<file path="config.mk">
export PLATFORM = sky130hd
export DESIGN_NAME = fused_tag_lookup
export DESIGN_NICKNAME = d
export VERILOG_FILES = /design/src/rtl/ftl_pkg.sv /design/src/rtl/ftl_slot_map.sv /design/src/rtl/ftl_beat_gather.sv /design/src/rtl/ftl_tag_judge.sv /design/src/rtl/fused_tag_lookup.sv
export SDC_FILE = /design/constraint.sdc
export NUM_CORES = 1
export LEC_CHECK = 0
export ABC_AREA = 1
export CAP_MARGIN = 20
export CORE_AREA = 2 2 305 307
export CTS_CLUSTER_SIZE = 25
export DETAILED_ROUTE_END_ITERATION = 8
export DIE_AREA = 0 0 307 309
export DONT_BUFFER_PORTS = 1
export PLACE_DENSITY = 0.5
export SYNTH_ARGS = -nofsm -noshare
export SYNTH_HDL_FRONTEND = slang
export SYNTH_SLANG_ARGS = --single-unit
</file>
<file path="constraint.sdc">
create_clock -name clk -period 12.4 [get_ports clk]
set_input_delay 2.48 -clock clk [delete_from_list [all_inputs] [get_ports clk]]
set_output_delay 2.48 -clock clk [all_outputs]
set_load 0.005 [all_outputs]
</file>
<file path="src/rtl/ftl_pkg.sv">
package ftl_pkg;

    typedef enum logic [1:0] {
        ST_IDLE,
        ST_ISSUE,
        ST_GATHER,
        ST_REPLY
    } ftl_state_e;

    localparam int TAG_BITS  = 42;
    localparam int VALID_POS = 42;
    localparam int DIRTY_POS = 43;

endpackage

</file>
<file path="src/rtl/ftl_slot_map.sv">
module ftl_slot_map #(
    parameter int SET_W        = 20,
    parameter int ROW_W        = 20,
    parameter int COL_W        = 7,
    parameter int RECS_PER_ROW = 28,
    parameter int REC_BYTES    = 72,
    parameter int BUS_BYTES    = 16,
    parameter int ROW_BYTES    = 2048
) (
    input  logic [SET_W-1:0] set_idx,
    output logic [ROW_W-1:0] row,
    output logic [COL_W-1:0] col,
    output logic             odd_set
);
    localparam int SLOT_W = $clog2(RECS_PER_ROW);
    localparam int BYTE_W = $clog2(ROW_BYTES);
    localparam int BUS_SH = $clog2(BUS_BYTES);
    localparam logic [SET_W-1:0] RECS = SET_W'(RECS_PER_ROW);

    logic [SET_W-1:0]  quot;
    logic [SET_W-1:0]  rem;
    logic [SLOT_W-1:0] slot;
    logic [BYTE_W-1:0] byte_off;

    always_comb begin
        quot     = set_idx / RECS;
        rem      = set_idx % RECS;
        slot     = SLOT_W'(rem);
        byte_off = BYTE_W'(slot) * BYTE_W'(REC_BYTES);
        row      = ROW_W'(quot);
        col      = byte_off[BYTE_W-1:BUS_SH];
        odd_set  = set_idx[0];
    end

endmodule

</file>
<file path="src/rtl/ftl_beat_gather.sv">
module ftl_beat_gather #(
    parameter int BUS_W = 128,
    parameter int BEATS = 5
) (
    input  logic                   clk,
    input  logic                   rst_n,
    input  logic                   clear,
    input  logic                   beat_en,
    input  logic [BUS_W-1:0]       beat_data,
    output logic [BEATS*BUS_W-1:0] burst,
    output logic                   last
);
    localparam int CNT_W = $clog2(BEATS);
    localparam logic [CNT_W-1:0] LAST_IDX = CNT_W'(BEATS - 1);

    logic [CNT_W-1:0] cnt_q;
    logic [BUS_W-1:0] slot_q [BEATS];

    always_ff @(posedge clk) begin
        if (!rst_n) begin
            cnt_q <= '0;
        end else if (clear) begin
            cnt_q <= '0;
        end else if (beat_en) begin
            cnt_q <= (cnt_q == LAST_IDX) ? '0 : cnt_q + 1'b1;
        end
    end

    for (genvar g = 0; g < BEATS; g++) begin : g_beat
        always_ff @(posedge clk) begin
            if (!rst_n) begin
                slot_q[g] <= '0;
            end else if (beat_en && cnt_q == CNT_W'(g)) begin
                slot_q[g] <= beat_data;
            end
        end
        assign burst[g*BUS_W +: BUS_W] = slot_q[g];
    end

    assign last = beat_en && (cnt_q == LAST_IDX);

endmodule

</file>
<file path="src/rtl/ftl_tag_judge.sv">
module ftl_tag_judge
    import ftl_pkg::*;
#(
    parameter int BURST_W = 640,
    parameter int TW_W    = 64,
    parameter int LINE_W  = 512
) (
    input  logic [BURST_W-1:0]  burst,
    input  logic                odd_set,
    input  logic [TAG_BITS-1:0] req_tag,
    output logic                hit,
    output logic                dirty,
    output logic [TAG_BITS-1:0] victim_tag,
    output logic [LINE_W-1:0]   line
);
    logic [TW_W-1:0]   tag_word;
    logic [LINE_W-1:0] raw_line;
    logic              spare_unused;

    always_comb begin
        if (odd_set) begin
            tag_word = burst[TW_W +: TW_W];
            raw_line = burst[2*TW_W +: LINE_W];
        end else begin
            tag_word = burst[0 +: TW_W];
            raw_line = burst[TW_W +: LINE_W];
        end
        victim_tag = tag_word[TAG_BITS-1:0];
        dirty      = tag_word[DIRTY_POS];
        hit        = tag_word[VALID_POS] && (victim_tag == req_tag);
        line       = hit ? raw_line : '0;
    end

    assign spare_unused = ^tag_word[TW_W-1:DIRTY_POS+1];

endmodule

</file>
<file path="src/rtl/fused_tag_lookup.sv">
module fused_tag_lookup
    import ftl_pkg::*;
#(
    parameter int SET_W      = 20,
    parameter int ROW_BYTES  = 2048,
    parameter int REC_BYTES  = 72,
    parameter int TW_BYTES   = 8,
    parameter int LINE_BYTES = 64,
    parameter int BUS_BYTES  = 16,
    localparam int RECS_PER_ROW = ROW_BYTES / REC_BYTES,
    localparam int BEATS     = (REC_BYTES + TW_BYTES + BUS_BYTES - 1) / BUS_BYTES,
    localparam int BUS_W     = BUS_BYTES * 8,
    localparam int ROW_BEATS = ROW_BYTES / BUS_BYTES,
    localparam int COL_W     = $clog2(ROW_BEATS),
    localparam int ROW_W     = SET_W,
    localparam int LINE_W    = LINE_BYTES * 8,
    localparam int TW_W      = TW_BYTES * 8,
    localparam int BURST_W   = BEATS * BUS_W
) (
    input  logic                clk,
    input  logic                rst_n,
    input  logic                req_valid,
    output logic                req_ready,
    input  logic [SET_W-1:0]    req_set,
    input  logic [TAG_BITS-1:0] req_line_addr,
    output logic                mem_cmd_valid,
    input  logic                mem_cmd_ready,
    output logic [ROW_W-1:0]    mem_cmd_row,
    output logic [COL_W-1:0]    mem_cmd_col,
    input  logic                mem_beat_valid,
    input  logic [BUS_W-1:0]    mem_beat_data,
    output logic                rsp_valid,
    input  logic                rsp_ready,
    output logic                rsp_hit,
    output logic                rsp_dirty,
    output logic [TAG_BITS-1:0] rsp_victim_tag,
    output logic [LINE_W-1:0]   rsp_line
);

    ftl_state_e state_q, state_d;

    logic [SET_W-1:0]    set_q;
    logic [TAG_BITS-1:0] tag_q;
    logic                accept;
    logic                beat_en;
    logic                gather_last;
    logic                odd_set;
    logic [BURST_W-1:0]  burst;

    // state register
    always_ff @(posedge clk) begin
        if (!rst_n) begin
            state_q <= ST_IDLE;
        end else begin
            state_q <= state_d;
        end
    end

    // transitions
    always_comb begin
        state_d = state_q;
        unique case (state_q)
            ST_IDLE:   if (req_valid)     state_d = ST_ISSUE;
            ST_ISSUE:  if (mem_cmd_ready) state_d = ST_GATHER;
            ST_GATHER: if (gather_last)   state_d = ST_REPLY;
            ST_REPLY:  if (rsp_ready)     state_d = ST_IDLE;
            default:                      state_d = ST_IDLE;
        endcase
    end

    // state-decoded outputs
    always_comb begin
        req_ready     = 1'b0;
        mem_cmd_valid = 1'b0;
        rsp_valid     = 1'b0;
        beat_en       = 1'b0;
        unique case (state_q)
            ST_IDLE:   req_ready     = 1'b1;
            ST_ISSUE:  mem_cmd_valid = 1'b1;
            ST_GATHER: beat_en       = mem_beat_valid;
            ST_REPLY:  rsp_valid     = 1'b1;
            default:   req_ready     = 1'b0;
        endcase
    end

    assign accept = req_valid && req_ready;

    always_ff @(posedge clk) begin
        if (!rst_n) begin
            set_q <= '0;
            tag_q <= '0;
        end else if (accept) begin
            set_q <= req_set;
            tag_q <= req_line_addr;
        end
    end

    ftl_slot_map #(
        .SET_W        (SET_W),
        .ROW_W        (ROW_W),
        .COL_W        (COL_W),
        .RECS_PER_ROW (RECS_PER_ROW),
        .REC_BYTES    (REC_BYTES),
        .BUS_BYTES    (BUS_BYTES),
        .ROW_BYTES    (ROW_BYTES)
    ) u_map (
        .set_idx (set_q),
        .row     (mem_cmd_row),
        .col     (mem_cmd_col),
        .odd_set (odd_set)
    );

    ftl_beat_gather #(
        .BUS_W (BUS_W),
        .BEATS (BEATS)
    ) u_gather (
        .clk       (clk),
        .rst_n     (rst_n),
        .clear     (accept),
        .beat_en   (beat_en),
        .beat_data (mem_beat_data),
        .burst     (burst),
        .last      (gather_last)
    );

    ftl_tag_judge #(
        .BURST_W (BURST_W),
        .TW_W    (TW_W),
        .LINE_W  (LINE_W)
    ) u_judge (
        .burst      (burst),
        .odd_set    (odd_set),
        .req_tag    (tag_q),
        .hit        (rsp_hit),
        .dirty      (rsp_dirty),
        .victim_tag (rsp_victim_tag),
        .line       (rsp_line)
    );

    AST_RESET_STATE: assert property (@(posedge clk)
        !rst_n |=> (req_ready && !mem_cmd_valid && !rsp_valid));

    AST_COL_IN_ROW: assert property (@(posedge clk) disable iff (!rst_n)
        mem_cmd_valid |-> (({1'b0, mem_cmd_col} + (COL_W+1)'(BEATS)) <= (COL_W+1)'(ROW_BEATS)));

    AST_CMD_HOLD: assert property (@(posedge clk) disable iff (!rst_n)
        (mem_cmd_valid && !mem_cmd_ready) |=>
            (mem_cmd_valid && $stable(mem_cmd_row) && $stable(mem_cmd_col)));

    AST_BUSY_AFTER_ACCEPT: assert property (@(posedge clk) disable iff (!rst_n)
        (req_valid && req_ready) |=> !req_ready);

    AST_RSP_AFTER_LAST: assert property (@(posedge clk) disable iff (!rst_n)
        gather_last |=> rsp_valid);

    AST_RSP_HOLD: assert property (@(posedge clk) disable iff (!rst_n)
        (rsp_valid && !rsp_ready) |=>
            (rsp_valid && $stable(rsp_hit) && $stable(rsp_dirty) &&
             $stable(rsp_victim_tag) && $stable(rsp_line)));

endmodule

</file>
== Yosys cells after proc, flatten, opt, wreduce, memory -nomap -nowiden ==
Memories as Yosys holds them, arrays and structs flattened.
Cells that the tools add are included.
W data, S select, Z words.

* Memories kept: 1
* Register bits: 67
* Output and inout port bits: 586
* Memory bits (writable): 640

{| class="wikitable"
|+ Memory list
! name !! words !! width !! rd ports !! clocked after memory_dff !! wr ports !! line !! source
|-
| u_gather.slot_q || 5 || 128 || 5 || 0 || 5 || ftl_beat_gather.sv:17 || <nowiki>logic [BUS_W-1:0] slot_q [BEATS];</nowiki>
|}

* Add/subtract/negate cells: 1
* Multiplexer cells: 34
* Bitwise operators: 6
* Divide/modulo/power cells: 2
* Equality and inequality tests: 12
* Reduce and logical (&&, ||, !) cells: 11
* Multipliers: 1

{| class="wikitable"
|+ Operator list
! cell !! number
|-
| $mux W512 || 2
|-
| $mux W128 || 5
|-
| $mux W44 || 1
|-
| $eq A42 B42 Y1 || 1
|-
| $div A20 B5 Y20 const B || 1
|-
| $mod A20 B5 Y20 const B || 1
|-
| $mux W1 || 20
|-
| $mul A5 B4 Y8 const B || 1
|-
| $mux W2 || 4
|-
| $ne A2 B2 Y1 const B || 4
|-
| $pmux W2 S4 || 1
|-
| $logic_and A1 B1 Y1 || 7
|-
| $eq A3 B2 Y1 const B || 2
|-
| $or A1 B1 Y1 || 5
|-
| $eq A2 B2 Y1 const B || 2
|-
| $reduce_and A4 Y1 || 1
|-
| $add A3 B1 Y3 const B || 1
|-
| $eq A3 B1 Y1 const B || 1
|-
| $eq A3 B3 Y1 const B || 1
|-
| $logic_not A3 Y1 || 1
|-
| $mux W3 || 1
|-
| $eq A2 B1 Y1 const B || 1
|-
| $logic_not A2 Y1 || 1
|-
| $reduce_or A2 Y1 || 1
|-
| $not A1 Y1 || 1
|}

== Logic depth before layout (Yosys ltp) ==
Gate-level depths: netlist of run 1.

* Depth in word-level cells: 7
* Gate-level depth with buffers: 59

== Cells and area by module ==
A second synthesis of run 1 with hierarchy kept.

* Cells, all modules: 4,374
* Area total of the unflattened synthesis: 36,532.5 um2

{| class="wikitable"
|+ Modules (own cells, without submodules)
! module !! area an instance (um2) !! cells each !! times used !! seq. area each (um2)
|-
| ftl_beat_gather || 23,023.3 || 1,526 || 1 || 19,278.5
|-
| ftl_tag_judge || 9,794.4 || 2,298 || 1 || 0.0
|-
| fused_tag_lookup || 2,368.5 || 301 || 1 || 1,281.2
|-
| ftl_slot_map || 1,346.3 || 249 || 1 || 0.0
|}

== Worst setup path before layout of run 1 ==
No wires, ideal clock.

* Path type: input to register
* Start: input port mem_beat_valid
* End: memory u_gather.slot_q[1][0] (enable)
* Stages: 2
* Path slack: -19 ps
* Data arrival time: 11,627 ps
* Buffers on the path: 0
* Cell sequence: nand2_1 -> o21ai_0

{| class="wikitable"
|+ RTL lines
! what !! line !! source
|-
| from (decl) || fused_tag_lookup.sv:30 || <nowiki>input logic mem_beat_valid,</nowiki>
|-
| to (decl) || ftl_beat_gather.sv:17 ||
|}

== Worst setup path in the final report of run 1 ==
* Start: register set_q[19]
* End: output port mem_cmd_col[5]

* Longest elaborated chain between the ends: 2

{| class="wikitable"
|+ Ends and longest elaborated chain
! what !! line !! source
|-
| from (decl) || fused_tag_lookup.sv:42 || <nowiki>logic [SET_W-1:0] set_q;</nowiki>
|-
| from (signal assigned) || fused_tag_lookup.sv:93 || <nowiki>set_q <= req_set;</nowiki>
|-
| $mod A20 B5 Y20 || ftl_slot_map.sv:27 || <nowiki>rem = set_idx % RECS;</nowiki>
|-
| $mul A5 B4 Y8 || ftl_slot_map.sv:29 || <nowiki>byte_off = BYTE_W'(slot) * BYTE_W'(REC_BYTES);</nowiki>
|-
| to (decl) || fused_tag_lookup.sv:29 || <nowiki>output logic [COL_W-1:0] mem_cmd_col,</nowiki>
|}

Every way passes these cells.

==> results of run 1 <==
-- Yosys cell counts (3+ instances only) --
cell type / count
nor2_1: 1199
edfxtp_1: 620
a211oi_1: 512
inv_1: 452
clkbuf_1: 260
nand2_1: 220
o21ai_0: 82
dfxtp_1: 67
a21oi_1: 55
nand3_1: 32
nand2_2: 31
xor2_1: 18
ha_1: 13
inv_2: 11
nand4_1: 10
nor4_1: 9
buf_1: 6
o21ai_1: 6
o22ai_1: 6
xnor2_1: 6
buf_4: 5
nand3_2: 5
a22o_1: 3
clkinv_1: 3
nand4_2: 3
o21ai_2: 3
-- cell families after synthesis --
logic type | Yosys count | synth area share [%]
buffers and inverters | 737 | 8.215
AO/OA/AOI/OAI | 680 | 14.09
AND/OR/NAND/NOR | 1520 | 17.66
XOR/XNOR | 24 | 0.6200
adder cells (fa/ha/maj) | 14 | 0.5388
other | 1 | 0.01106
flip-flops | 687 | 58.87
-- cell type report --
cell class | count | area [µm²]
Fill cell | 9049 | 53960
Sequential cell | 687 | 19960
Multi-Input combinational cell | 2242 | 11250
Clock buffer | 109 | 2175
Inverter | 466 | 1764
Tap cell | 1186 | 1484
Clock inverter | 42 | 402.9
Timing Repair Buffer | 41 | 377.9
Antenna cell | 4 | 10.01
-- per-layer routing --
layer	up-vias	wire [µm]
met5	-	44
met4	6	3939
met3	211	11570
met2	979	60320
met1	12820	50340
li1	12070	-
-- sequential cells by signal (all words and copies together) (netlist names) --
register         count
tag_q               42
u_gather.slot_q    620
u_gather.cnt_q       3
state_q              2
set_q               20
-- report_power, final --
group	total, mW	switching [mW]	leakage, nW	internal, mW
Clock	2.37	0.993	1.25	1.38
Combinational	1.89	1.40	6.69	0.483
Sequential	2.81	0.0932	6.97	2.72
Total	7.07	2.49	14.9	4.58
-- worst max-delay path, delay by kind of cell (launching register included) --
family / cells / cell delay (ns)
AO/OA/AOI/OAI: 5 / 0.80
buffers and inverters: 6 / 0.43
adder cells (fa/ha/maj): 3 / 0.89
flip-flops: 1 / 0.33
XOR/XNOR: 1 / 0.27
AND/OR/NAND/NOR: 36 / 3.70
-- path summary, 6_finish.rpt --
check / start / end
worst max register to register: state_q[0]$_SDFFE_PN0P_ / u_gather.slot_q[4][103]$_SDFFCE_PN0P_
worst min-delay path: tag_q[35]$_SDFFE_PN0P_ / tag_q[35]$_SDFFE_PN0P_
worst max-delay path: set_q[19]$_SDFFE_PN0P_ / mem_cmd_col[5]
worst min register to register: tag_q[35]$_SDFFE_PN0P_ / tag_q[35]$_SDFFE_PN0P_
-- through the flow --
stage	utilization (%)	hold WS, ns	cell area, µm²
final	40.95	0.4803	37420
after global routing	40.94	0.5117	37410
after CTS	40.94	0.4783	37410
after detailed placement	38.12	0.4706	34830
after global placement	38.09	0.4608	34810
after floorplan	-	0.4406	33910
==> impl_results.md, run 1 <==
* Minimum clock period at 9.530 ns
* Drt via density at 5.461
* Yosys top cell area share at 54.92%
* H-tree lvl count at 3
* 1st-pass router iterations at 5
* Worst Tran Pin Value at 1.010 ns
* CP max-delay cell: fa_1
* Synth warnings at 0
* Peak supply drop at 111.3 µV
* DIE WIDTH at 307 µm
* GRT Total Usage at 25.71%
* Final Max Slew Viols at 0
* Cells after Synth at 3663
* Post-layout nets at 3730
* LEAKAGE at 14.91 nW
* Clock Sinks at 687
* Hold_buf cts at 0
* GRT overflow at 0
* Ranking of synthesized cells by area: edfxtp_1 55%, nor2_1 13%, a211oi_1 11%, inv_1 5.0%, dfxtp_1 4.0%
* Crit path max fanout at 5
* Detailed placer's ending HPWL at 86.52 mm
* CTS tree: done
* Final Cycle Share at 76.85%
* DR iter-0 viols at 2170
* CTS resizes at 0
* Vias in the first global route at 25280
* Most frequent cells in the layout: 1199 x nor2_1, 620 x edfxtp_1, 511 x a211oi_1, 452 x inv_1, 216 x nand2_1
* Largest net degree at the start of global routing at 197
* # Post-CTS Setup Buffers at 0
* Final Hold Viols at 0
* DRC at 0
* Layout Cells excl Fill at 4777
* TNS Setup at 0 ns
* Core Rows at 111
* Final wirelength at 126.2 mm
* Area of the core at 91390 µm²
* Post-route ant nets at 0
* Hold-critical path depth at 2
* Library cells used by synthesis at 47
* Wire per inst at 26.42 µm
* EDFF count, synth at 620
* Status: completed
* Pre-CTS setup slack at 3.509 ns
* Die ar. at 94860 µm²
* Post-synth ARST share at 0%
* CTS max path bufs at 3
* Via Count at 26090
* Most Crowded Layer GR: met2
* CP endpoint kind: output pin
* Clock Skew at 0.01636 ns
* Met2 Use GR at 42.52%
* CP Class: flop to output pin
* Initial antenna violation count at 7
* Max stage delay on crit path at 0.38 ns
* Hold crit path type: flop to flop
* Final WS setup at 2.870 ns
* Setup violations, final at 0
* Max-slew headroom at 32.64%
* Commonest non-fill, non-tap cell in the layout: nor2_1
* First-pass GRT wire length at 179.5 mm
* Routability cong. at 0.8792
* Starting Density at 37.10%
* Tot Pwr at 7.069 mW
* DP Cell Count at 4622
* Worst EP required at 9.92 ns
* Synth Area per Inst at 9.255 µm²
* Post-synthesis sequential area ratio at 58.87%
* Most used DFF post-synth: edfxtp_1
* Port bufs at 0
* CP arrival at 7.05 ns
* Yosys top cell by area: edfxtp_1
* Top-level port count at 782
* Area delta synth->final at 10.38%
* R2R Setup Slk at 8.50 ns
* CTS buffer count at 82
* Met1 Resource Use GR at 31.60%
* Global Route met3 Usage at 9.071%
* Root Driver: clkbuf_16
* P per Cell Area at 188.9 nW/µm²
* CTS clk-pin slew, worst paths at 0.06 ns
* Worst skew pair latency at 0.65 ns
* Mapped Area at 33900 µm²
* Synth Register Bits at 687
* Cell mode on critical path: nand2_2
* Peak Freq at 0.1049 GHz
* Critical path launch point type: flop
* Layout cells sized above 1 at 6.189%
* Die Span Y at 309 µm
* Reg2Reg Depth at 8
* Max Cap Viol at 0
* RSZ-0062 raised after global routing: no
Power figures use the tool's default switching activity.
==> run 2, diff against run 1 <==
PLACE_DENSITY = 0.48   (was 0.5)
clock period = 8.8 ns   (was 12.4 ns; I/O delays follow)
==> run 2 against run 1 <==
Net effect: combinational power grew 69%; non-clock buffer count rose by 22; wire length rose by 0.22%; critical path depth is 2 lower; register-to-register slack worse by 3.0 ns; sequential cell count unchanged; sequential power up 42%; hold slack improved by 0.00096 ns; sequential share of layout area shrank 0.77 points; worst setup slack got worse by 2.6 ns; via count down 0.44%; largest power group unchanged; highest routed layer unchanged.
==> impl_results.md, run 2 (synthesis gave the netlist of run 1 again) <==
* CP arrival at 6.73 ns
* CTS buffer count at 81
* Detailed placer's ending HPWL at 86.47 mm
* Area of the core at 91390 µm²
* DIE WIDTH at 307 µm
* Number of flip-flops in the largest register at 620
* Commonest non-fill, non-tap cell in the layout: nor2_1
* Wire per inst at 26.39 µm
* Die ar. at 94860 µm²
* CP Class: flop to output pin
* Delay-heaviest family, CP: simple AND/OR/NAND/NOR gates
* Minimum clock period at 8.493 ns
* Final Hold Viols at 0
* Top-level port count at 782
* Worst skew pair latency at 0.66 ns
* Area delta synth->final at 12.03%
* Max stage delay on crit path at 0.56 ns
* Layout fillers at 9057
* DR iter-0 viols at 1903
* TNS Setup at 0 ns
* Status: completed
* Post-layout nets at 3751
* Die Span Y at 309 µm
* Port bufs at 0
* DRC at 0
* CP max-delay cell: fa_2
* DP Cell Count at 4631
* CTS tree: done
* Worst Tran Pin Value at 1.009 ns
* Final wirelength at 126.5 mm
* 1st-pass router iterations at 5
* Worst EP required at 7.04 ns
* Critical path launch point type: flop
* Max Cap Viol at 0
* CTS max path bufs at 3
* Multi-input gate area in the final layout at 11720 µm²
* Core Rows at 111
* Layout Cells excl Fill at 4793
* CTS clk-pin slew, worst paths at 0.06 ns
* Cell mode on critical path: nand2_4
* Post-layout instance area at 37980 µm²
* Clock Skew at 0.02459 ns
* Total area of sequential cells at 19970 µm²
* Tot Pwr at 10.41 mW
* Hold_buf cts at 0
* Crit path max fanout at 5
* Layout cells sized above 1 at 8.574%
* Drt via density at 5.419
* RSZ-0062 raised after global routing: yes
* Max-slew headroom at 32.76%
* GRT Total Usage at 25.74%
* Hold crit path type: flop to flop
* H-tree lvl count at 3
* Bufs and invs on worst path at 5
* Peak supply drop at 160.2 µV
* Routability cong. at 0.8493
* Regs by FF count: u_gather.slot_q: 620 flops, tag_q: 42 flops, set_q: 20 flops
* LEAKAGE at 15.11 nW
* First-pass GRT wire length at 179.5 mm
* Final hold slack at 0.4813 ns
* Peak Freq at 0.1177 GHz
* Final Max Slew Viols at 0
* Via Count at 25970
* Setup violations, final at 0
* Largest net degree at the start of global routing at 168
* Vias in the first global route at 25050
* P per Cell Area at 274.1 nW/µm²
* Area after DPL at 34920 µm²
* Post-route ant nets at 0
* Root Driver: clkbuf_16
* Most frequent cells in the layout: 1193 x nor2_1, 620 x edfxtp_1, 512 x a211oi_1, 447 x inv_1, 202 x nand2_1
* Reg with most FFs: u_gather.slot_q
* CP endpoint kind: output pin
* Starting Density at 37.10%
* Final Cycle Share at 96.52%
* Clock Sinks at 687
* Initial antenna violation count at 10
* GRT overflow at 0
## run 2: area by class of cell
class,count,share of cell area [%]
antenna,3,0.01977
clock inverter,36,0.6688
sequential,687,52.57
clock buffer,110,5.844
inverter,466,4.652
tap,1186,3.907
timing repair buffer,63,1.486
multi-input combinational,2242,30.85
## run 2: worst paths after layout
path                                start  depth (start not counted)  slack (ns)                                   end
setup reg to reg  state_q[0]$_SDFFE_PN0P_                          7        5.47  u_gather.slot_q[4][60]$_SDFFCE_PN0P_
hold / removal     tag_q[27]$_SDFFE_PN0P_                          2        0.48                tag_q[27]$_SDFFE_PN0P_
hold reg to reg    tag_q[27]$_SDFFE_PN0P_                          2        0.48                tag_q[27]$_SDFFE_PN0P_
setup / recovery   set_q[16]$_SDFFE_PN0P_                         49        0.31                        mem_cmd_col[4]
## run 2: through the flow
| stage | setup slack, ns | utilization (%) |
|---|---|---|
| final | 0.3066 | 41.56 |
| after global routing | -0.1233 | 41.56 |
| after CTS | 0.08522 | 40.92 |
| after floorplan | -2.899 | - |
| after detailed placement | 0.7859 | 38.21 |
| after global placement | 0.9416 | 38.21 |
## run 2: what timing repair did
action | in CTS | in global routing
gates resized for setup | 0 | 105
buffers inserted | 0 | 13
setup endpoints to repair | 0 | 4
## run 2: worst min-delay path, stage by stage (launching register included)
cell and delay [ns]:
dfxtp_1 0.29, inv_1 0.08, a21oi_1 0.06
## run 2: power breakdown
group | total (mW) | switching [mW] | internal, mW
Combinational | 3.20 | 2.23 | 0.965
Sequential | 3.99 | 0.161 | 3.83
Clock | 3.23 | 1.38 | 1.85
## run 2: per-layer routing
metal  global-route usage [%]  wire, µm  up-vias
met4                    9.586      5027        8
met3                    8.338     11020      216
met1                    31.78     50150    12770
met2                    42.11     60230      886
li1                         -         -    12090
met5                        0        54        -
